===== config.mk =====
export PLATFORM = sky130hd
export DESIGN_NAME = sdram_seq_ctrl
export DESIGN_NICKNAME = d
export VERILOG_FILES = /design/src/rtl/sdram_seq_pkg.sv /design/src/rtl/sdram_ref_timer.sv /design/src/rtl/sdram_ref_engine.sv /design/src/rtl/sdram_seq_ctrl.sv
export SDC_FILE = /design/constraint.sdc
export NUM_CORES = 1
export LEC_CHECK = 0
export ABC_AREA = 1
export BUFFER_PORTS_ARGS = -buffer_cell sky130_fd_sc_hd__buf_2
export CORE_ASPECT_RATIO = 1.2
export CORE_MARGIN = 8
export CORE_UTILIZATION = 56
export DETAILED_ROUTE_END_ITERATION = 10
export PLACE_DENSITY = 0.85
export SYNTH_ARGS = -nofsm -noshare
export SYNTH_HDL_FRONTEND = slang
export SYNTH_SLANG_ARGS = --single-unit

===== constraint.sdc =====
create_clock -name clk_i -period 3.3 [get_ports clk_i]
set_input_delay 0.66 -clock clk_i [delete_from_list [all_inputs] [get_ports clk_i]]
set_output_delay 0.66 -clock clk_i [all_outputs]
set_load 0.02 [all_outputs]

===== src/rtl/sdram_seq_pkg.sv =====
package sdram_seq_pkg;

  // {cs_n, ras_n, cas_n, we_n}
  typedef enum logic [3:0] {
    CMD_MRS = 4'b0000,
    CMD_REF = 4'b0001,
    CMD_PRE = 4'b0010,
    CMD_NOP = 4'b0111
  } cmd_e;

  typedef enum logic [2:0] {
    E_IDLE,
    E_PRE,
    E_WRP,
    E_REF,
    E_WRFC
  } eng_e;

  typedef enum logic [2:0] {
    A_PWR,
    A_INIT1,
    A_INIT2,
    A_MRS,
    A_MRD,
    A_IDLE,
    A_REF,
    A_ACC
  } arb_e;

endpackage


===== src/rtl/sdram_ref_timer.sv =====
module sdram_ref_timer #(
  parameter int unsigned REF_WRAP = 780
) (
  input  logic clk_i,
  input  logic rst_ni,
  input  logic en_i,
  output logic flag_o
);
  localparam int unsigned CW = $clog2(REF_WRAP + 1);
  localparam logic [CW-1:0] WRAP_V = CW'(REF_WRAP);

  logic [CW-1:0] cnt_q;

  always_ff @(posedge clk_i or negedge rst_ni) begin
    if (!rst_ni) begin
      cnt_q  <= '0;
      flag_o <= 1'b0;
    end else if (en_i) begin
      if (cnt_q == WRAP_V) begin
        cnt_q  <= '0;
        flag_o <= 1'b1;
      end else begin
        cnt_q  <= cnt_q + 1'b1;
        flag_o <= 1'b0;
      end
    end
  end

  p_flag_single_r6: assert property (@(posedge clk_i) disable iff (!rst_ni)
    flag_o |=> !flag_o);

endmodule


===== src/rtl/sdram_ref_engine.sv =====
module sdram_ref_engine
  import sdram_seq_pkg::*;
#(
  parameter int unsigned T_RP  = 2,
  parameter int unsigned T_RFC = 7
) (
  input  logic clk_i,
  input  logic rst_ni,
  input  logic start_i,
  input  logic pre_i,
  output cmd_e cmd_o,
  output logic a10_o,
  output logic busy_o,
  output logic done_o
);
  localparam int unsigned TMAX = (T_RP > T_RFC) ? T_RP : T_RFC;
  localparam int unsigned CW = $clog2(TMAX + 1);
  localparam logic [CW-1:0] RP_LAST  = CW'(T_RP - 2);
  localparam logic [CW-1:0] RFC_LAST = CW'(T_RFC - 2);

  eng_e st_q, st_d;
  logic [CW-1:0] cnt_q, cnt_d;
  eng_e launch;

  assign launch = pre_i ? E_PRE : E_REF;

  always_comb begin
    st_d  = st_q;
    cnt_d = cnt_q;
    unique case (st_q)
      E_IDLE: if (start_i) st_d = launch;
      E_PRE: begin
        st_d  = E_WRP;
        cnt_d = '0;
      end
      E_WRP:
        if (cnt_q == RP_LAST) st_d = E_REF;
        else cnt_d = cnt_q + 1'b1;
      E_REF: begin
        st_d  = E_WRFC;
        cnt_d = '0;
      end
      E_WRFC:
        if (cnt_q == RFC_LAST) st_d = start_i ? launch : E_IDLE;
        else cnt_d = cnt_q + 1'b1;
      default: st_d = E_IDLE;
    endcase
  end

  always_ff @(posedge clk_i or negedge rst_ni) begin
    if (!rst_ni) begin
      st_q  <= E_IDLE;
      cnt_q <= '0;
    end else begin
      st_q  <= st_d;
      cnt_q <= cnt_d;
    end
  end

  assign cmd_o  = (st_q == E_PRE) ? CMD_PRE : (st_q == E_REF) ? CMD_REF : CMD_NOP;
  assign a10_o  = (st_q == E_PRE);
  assign busy_o = (st_q != E_IDLE);
  assign done_o = (st_q == E_WRFC) && (cnt_q == RFC_LAST);

endmodule


===== src/rtl/sdram_seq_ctrl.sv =====
module sdram_seq_ctrl
  import sdram_seq_pkg::*;
#(
  parameter int unsigned PWRUP_CYC = 10000,
  parameter int unsigned REF_WRAP  = 780,
  parameter int unsigned T_RP      = 2,
  parameter int unsigned T_RFC     = 7,
  parameter int unsigned T_MRD     = 2,
  parameter int unsigned ADDR_W    = 13,
  parameter int unsigned BA_W      = 2,
  parameter logic [ADDR_W-1:0] MODE_WORD = 13'h0032
) (
  input  logic              clk_i,
  input  logic              rst_ni,
  input  logic              req_i,
  input  logic              done_i,
  output logic              cke_o,
  output logic [3:0]        cmd_o,
  output logic [ADDR_W-1:0] addr_o,
  output logic [BA_W-1:0]   ba_o,
  output logic              ready_o,
  output logic              ref_busy_o,
  output logic              grant_o
);
  localparam int unsigned CMAX = (PWRUP_CYC > T_MRD) ? PWRUP_CYC : T_MRD;
  localparam int unsigned CW = $clog2(CMAX + 1);
  localparam logic [CW-1:0] PWR_LAST = CW'(PWRUP_CYC - 1);
  localparam logic [CW-1:0] MRD_LAST = CW'(T_MRD - 2);
  localparam int unsigned A10 = 10;

  arb_e st_q, st_d;
  logic [CW-1:0] cnt_q, cnt_d;
  logic cke_q, rdy_q, pend_q;
  logic ref_flag, ref_due, pend_clr;
  logic eng_start, eng_pre, eng_a10, eng_busy, eng_done;
  cmd_e eng_cmd;

  sdram_ref_timer #(.REF_WRAP(REF_WRAP)) u_timer (
    .clk_i  (clk_i),
    .rst_ni (rst_ni),
    .en_i   (rdy_q),
    .flag_o (ref_flag)
  );

  sdram_ref_engine #(.T_RP(T_RP), .T_RFC(T_RFC)) u_engine (
    .clk_i   (clk_i),
    .rst_ni  (rst_ni),
    .start_i (eng_start),
    .pre_i   (eng_pre),
    .cmd_o   (eng_cmd),
    .a10_o   (eng_a10),
    .busy_o  (eng_busy),
    .done_o  (eng_done)
  );

  assign ref_due = pend_q | ref_flag;

  always_comb begin
    st_d      = st_q;
    cnt_d     = cnt_q;
    eng_start = 1'b0;
    eng_pre   = 1'b1;
    pend_clr  = 1'b0;
    unique case (st_q)
      A_PWR:
        if (cke_q) begin
          if (cnt_q == PWR_LAST) begin
            cnt_d     = '0;
            eng_start = 1'b1;
            st_d      = A_INIT1;
          end else begin
            cnt_d = cnt_q + 1'b1;
          end
        end
      A_INIT1:
        if (eng_done) begin
          eng_start = 1'b1;
          eng_pre   = 1'b0;  // second refresh needs no precharge
          st_d      = A_INIT2;
        end
      A_INIT2: if (eng_done) st_d = A_MRS;
      A_MRS: begin
        cnt_d = '0;
        st_d  = A_MRD;
      end
      A_MRD:
        if (cnt_q == MRD_LAST) st_d = A_IDLE;
        else cnt_d = cnt_q + 1'b1;
      A_IDLE:
        if (ref_due) begin
          eng_start = 1'b1;
          pend_clr  = 1'b1;
          st_d      = A_REF;
        end else if (req_i) begin
          st_d = A_ACC;
        end
      A_ACC:
        if (done_i) begin
          if (ref_due) begin
            eng_start = 1'b1;
            pend_clr  = 1'b1;
            st_d      = A_REF;
          end else begin
            st_d = A_IDLE;
          end
        end
      A_REF: if (eng_done) st_d = A_IDLE;
      default: st_d = A_PWR;
    endcase
  end

  always_ff @(posedge clk_i or negedge rst_ni) begin
    if (!rst_ni) begin
      st_q   <= A_PWR;
      cnt_q  <= '0;
      cke_q  <= 1'b0;
      rdy_q  <= 1'b0;
      pend_q <= 1'b0;
    end else begin
      st_q   <= st_d;
      cnt_q  <= cnt_d;
      cke_q  <= 1'b1;
      if (st_q == A_MRD && cnt_q == MRD_LAST) rdy_q <= 1'b1;
      pend_q <= pend_clr ? 1'b0 : (pend_q | ref_flag);
    end
  end

  always_comb begin
    addr_o = '0;
    if (st_q == A_MRS) addr_o = MODE_WORD;
    else addr_o[A10] = eng_a10;
  end

  assign cmd_o      = (st_q == A_MRS) ? CMD_MRS : eng_cmd;
  assign ba_o       = '0;
  assign cke_o      = cke_q;
  assign ready_o    = rdy_q;
  assign ref_busy_o = (st_q == A_REF);
  assign grant_o    = (st_q == A_ACC);

  p_cke_reset_r1: assert property (@(posedge clk_i)
    !rst_ni |-> !cke_o);

  p_start_free_r3: assert property (@(posedge clk_i) disable iff (!rst_ni)
    eng_start |-> (!eng_busy || eng_done));

  p_ready_sticky_r4: assert property (@(posedge clk_i) disable iff (!rst_ni)
    ready_o |=> ready_o);

  p_pre_a10_r5: assert property (@(posedge clk_i) disable iff (!rst_ni)
    (cmd_o == CMD_PRE) |-> addr_o[A10]);

  p_pend_served_r8: assert property (@(posedge clk_i) disable iff (!rst_ni)
    (grant_o && done_i && ref_due) |=> (ref_busy_o && cmd_o == CMD_PRE));

  p_no_grant_due_r9: assert property (@(posedge clk_i) disable iff (!rst_ni)
    $rose(grant_o) |-> !$past(ref_due));

  p_grant_ready_r10: assert property (@(posedge clk_i) disable iff (!rst_ni)
    grant_o |-> ready_o);

endmodule


==> flow_summary_export.csv <==
group,metric,value,unit
logic_synthesis,ys_top_cells_by_area,"dfrtp_1, nand2_1, inv_1",
logic_synthesis,syn_area_per_cell,7.19,um2
clocking,hold_buffers,0,
worst_setup_path,worstPathRequired,2.64,ns
worst_setup_path,timing.rr.end,"cnt_q[1]$_DFFE_PN0P_",
logic_synthesis,ys_types,39,
power_and_ir_drop,vdd_ir_drop_max,0.323,mV
die,die_w,77.2,um
clocking,h-tree-depth,2,
timing,hold-worst-slack,0.475,ns
logic_synthesis,synth_area,2520,um2
worst_setup_path,worstReg2RegStart,"st_q[2]$_DFFE_PN0P_",
global_routing,grt_pass1_vias,2136,
timing,rsz0062_at_grt,"false",
placed_design,place_congestion,0.957,
timing,max_slew_margin,44.2,%
finish,drive_gt1_share,11.5,%
finish,num-fill-cells,399,
worst_setup_path,r2r_slack,1.55,ns
worst_setup_path,crit_start,"u_engine.st_q[2]$_DFFE_PN0P_",
global_routing,grt_pass1_wl,9140,um
finish,final_util,62.0,%
worst_setup_path,arrival,1.52,ns
worst_setup_path,cp_max_fo,7,
worst_setup_path,path_depth,5,
global_routing,grt_overflow,0,
routing,drtIter0Drc,106,
die,num_rows,26,
routing,wirelength,5150,um
outcome,status,"finished clean",
placed_design,portBuffers,14,
logic_synthesis,yosysSeqAreaShare,36.8,%
routing,drcViolationCount,0,
die,start_util,58.6,%
routing,num_vias,2189,
worst_setup_path,crit_path_max_incr_delay,0.45,ns
logic_synthesis,syn_inst,350,
timing,finalCritPeriodShare,65.9,%
logic_synthesis,yosys.area.top_type_share,36.8,%
finish,nets,375,
clocking,cts_buffer_depth,2,
worst_setup_path,crit_buf_inv,2,
worst_setup_path,critPathKind,"reg -> out",
job,drv_cap,0,
worst_setup_path,worst_setup_path_start_kind,"flop",
die,io_pins,27,
clocking,clk_pin_slew,0.07,ns
finish,syn_to_final_growth,5.77,%
logic_synthesis,ys_warn_count,0,
clocking,tritoncts,"yes",
logic_synthesis,ys_ff_latch,37,
clocking,root_buffer,"clkbuf_8",
timing,slew_viol_final,0,
timing,finalHoldViolCount,0,
die,core_area,4290,um2
timing,finalSetupViolations,0,
worst_setup_path,crit_end,"cmd_o[0]",
timing,finalClockSkew,0.00792,ns
routing,drt-vias-per-instance,5.20,
global_routing,grtUsageTotal,15.9,%
worst_setup_path,crit_family,"simple AND/OR/NAND/NOR gates",
timing,worst-slew-pin-transition,0.836,ns
power_and_ir_drop,power.density,390,nW/um2
finish,final_common_cell,"nand2_1",
clocking,postCtsSetupBuffers,0,
clocking,insertion_delay,0.29,ns
worst_setup_path,ff2ff_path_depth,8,
placed_design,place_hpwl,3960,um
clocking,cts.sinks,37,
worst_setup_path,cp-end-kind,"output pin",
finish,final_cell_mix,"nand2_1, inv_1, nor2_1",
die,die_area,6900,um2
timing,setup_tns,0,ns
worst_setup_path,path_common_cell,"nand2_1",
timing,period_minus_slack,2.18,ns
timing,clock.fmax,0.460,GHz
min_path,worstHoldPathType,"in -> async",
worst_setup_path,worstPathCellList,"nor2_1 > nand2_1 > nand2_1 > inv_1 > buf_2",
clocking,cts-resized-gates,0,
finish,diodes,0,
global_routing,antenna_found_initial,0,
routing,dr.pass1.iters,5,
routing,antenna_left,0,
worst_setup_path,cp_slowest_cell,"dfrtp_1",
global_routing,grt_max_degree,38,
power_and_ir_drop,p_leak,0.00142,uW
logic_synthesis,synth_area_leader_cell,"dfrtp_1",
die,die_height,89.4,um
clocking,numCtsBuffers,5,
routing,wl_per_cell,12.2,um
synth_stat cells (all sizes together):
library cell	number
o21ai	23
nand3b	2
ha	7
a21oi	9
buf	17
inv	53
nor2	44
o211ai	1
nand3	28
or3b	1
clkbuf	1
nand2	90
a21boi	1
xor2	5
a211oi	1
nor3	11
nor4	1
o21bai	1
conb	2
nand4	10
dfrtp	37
xnor2	3
and3	1
or2	1
layer usage:
| layer | global-route usage (%) | share of wire (%) | vias up |
|---|---|---|---|
| li1 | - | - | 1117 |
| met4 | 6.70 | 1.4 | 0 |
| met5 | 0 | 0 | - |
| met2 | 27.8 | 50 | 55 |
| met3 | 4.02 | 4.9 | 11 |
| met1 | 18.2 | 44 | 1006 |
worst min-delay path by stage:
stage	end	slack, ns	start
finish	u_timer.cnt_q[8]$_DFFE_PN0P_	0.48	rst_ni
global route	st_q[1]$_DFFE_PN0P_	0.55	rst_ni
CTS	cnt_q[11]$_DFFE_PN0P_	0.50	rst_ni
detailed placement	u_timer.cnt_q[7]$_DFFE_PN0P_	0.50	u_timer.cnt_q[7]$_DFFE_PN0P_
global placement	u_timer.cnt_q[7]$_DFFE_PN0P_	0.50	u_timer.cnt_q[7]$_DFFE_PN0P_
floorplan	cke_o$_DFF_PN0_	0.36	rst_ni
per-stage QoR:
stage                     total power [uW]  std cells  cell area (um2)  setup WS [ns]
final                                 1040        421             2660           1.12
after global routing                  1090        421             2660          0.937
after CTS                             1050        421             2660           1.13
after detailed placement               698        413             2560           1.46
after global placement                 695        413             2560           1.50
after floorplan                        667        361             2560           1.53
state kept, by name, summed over array words and instances (netlist names):
name and cells:
u_engine.st_q 3, pend_q 1, u_timer.cnt_q 10, st_q 3, ready_o 1, u_timer.flag_o 1
cke_o 1, cnt_q 14, u_engine.cnt_q 3
final cells by class:
| type | instances | area, um2 | area share (%) |
|---|---|---|---|
| Timing Repair Buffer | 14 | 70.1 | 2.63 |
| Sequential cell | 37 | 926 | 34.8 |
| Clock buffer | 7 | 96.3 | 3.62 |
| Multi-Input combinational cell | 253 | 1290 | 48.4 |
| Tap cell | 56 | 70.1 | 2.63 |
| Clock inverter | 1 | 5.00 | 0.188 |
| Inverter | 53 | 206 | 7.76 |
kinds of logic (layout without fill, tap and decap cells):
| logic type | after synthesis | count (layout) | share of synthesized area [%] |
|---|---|---|---|
| buffers and inverters | 71 | 75 | 13.7 |
| DFF | 37 | 37 | 36.8 |
| xor gates and xnor gates | 8 | 8 | 2.78 |
| and+or+nand+nor | 189 | 189 | 35.1 |
| adders and majority gates | 7 | 7 | 3.48 |
| AOI/OAI and AO/OA | 36 | 36 | 7.86 |
| other | 2 | 13 | 0.298 |
power by group:
group | internal [uW] | leakage (uW) | switching, uW
registers | 480 | 0.000505 | 32.7
clock network | 189 | 0.0000542 | 158
logic | 60.2 | 0.000861 | 119
No activity file was read; power rests on OpenSTA's default activity.
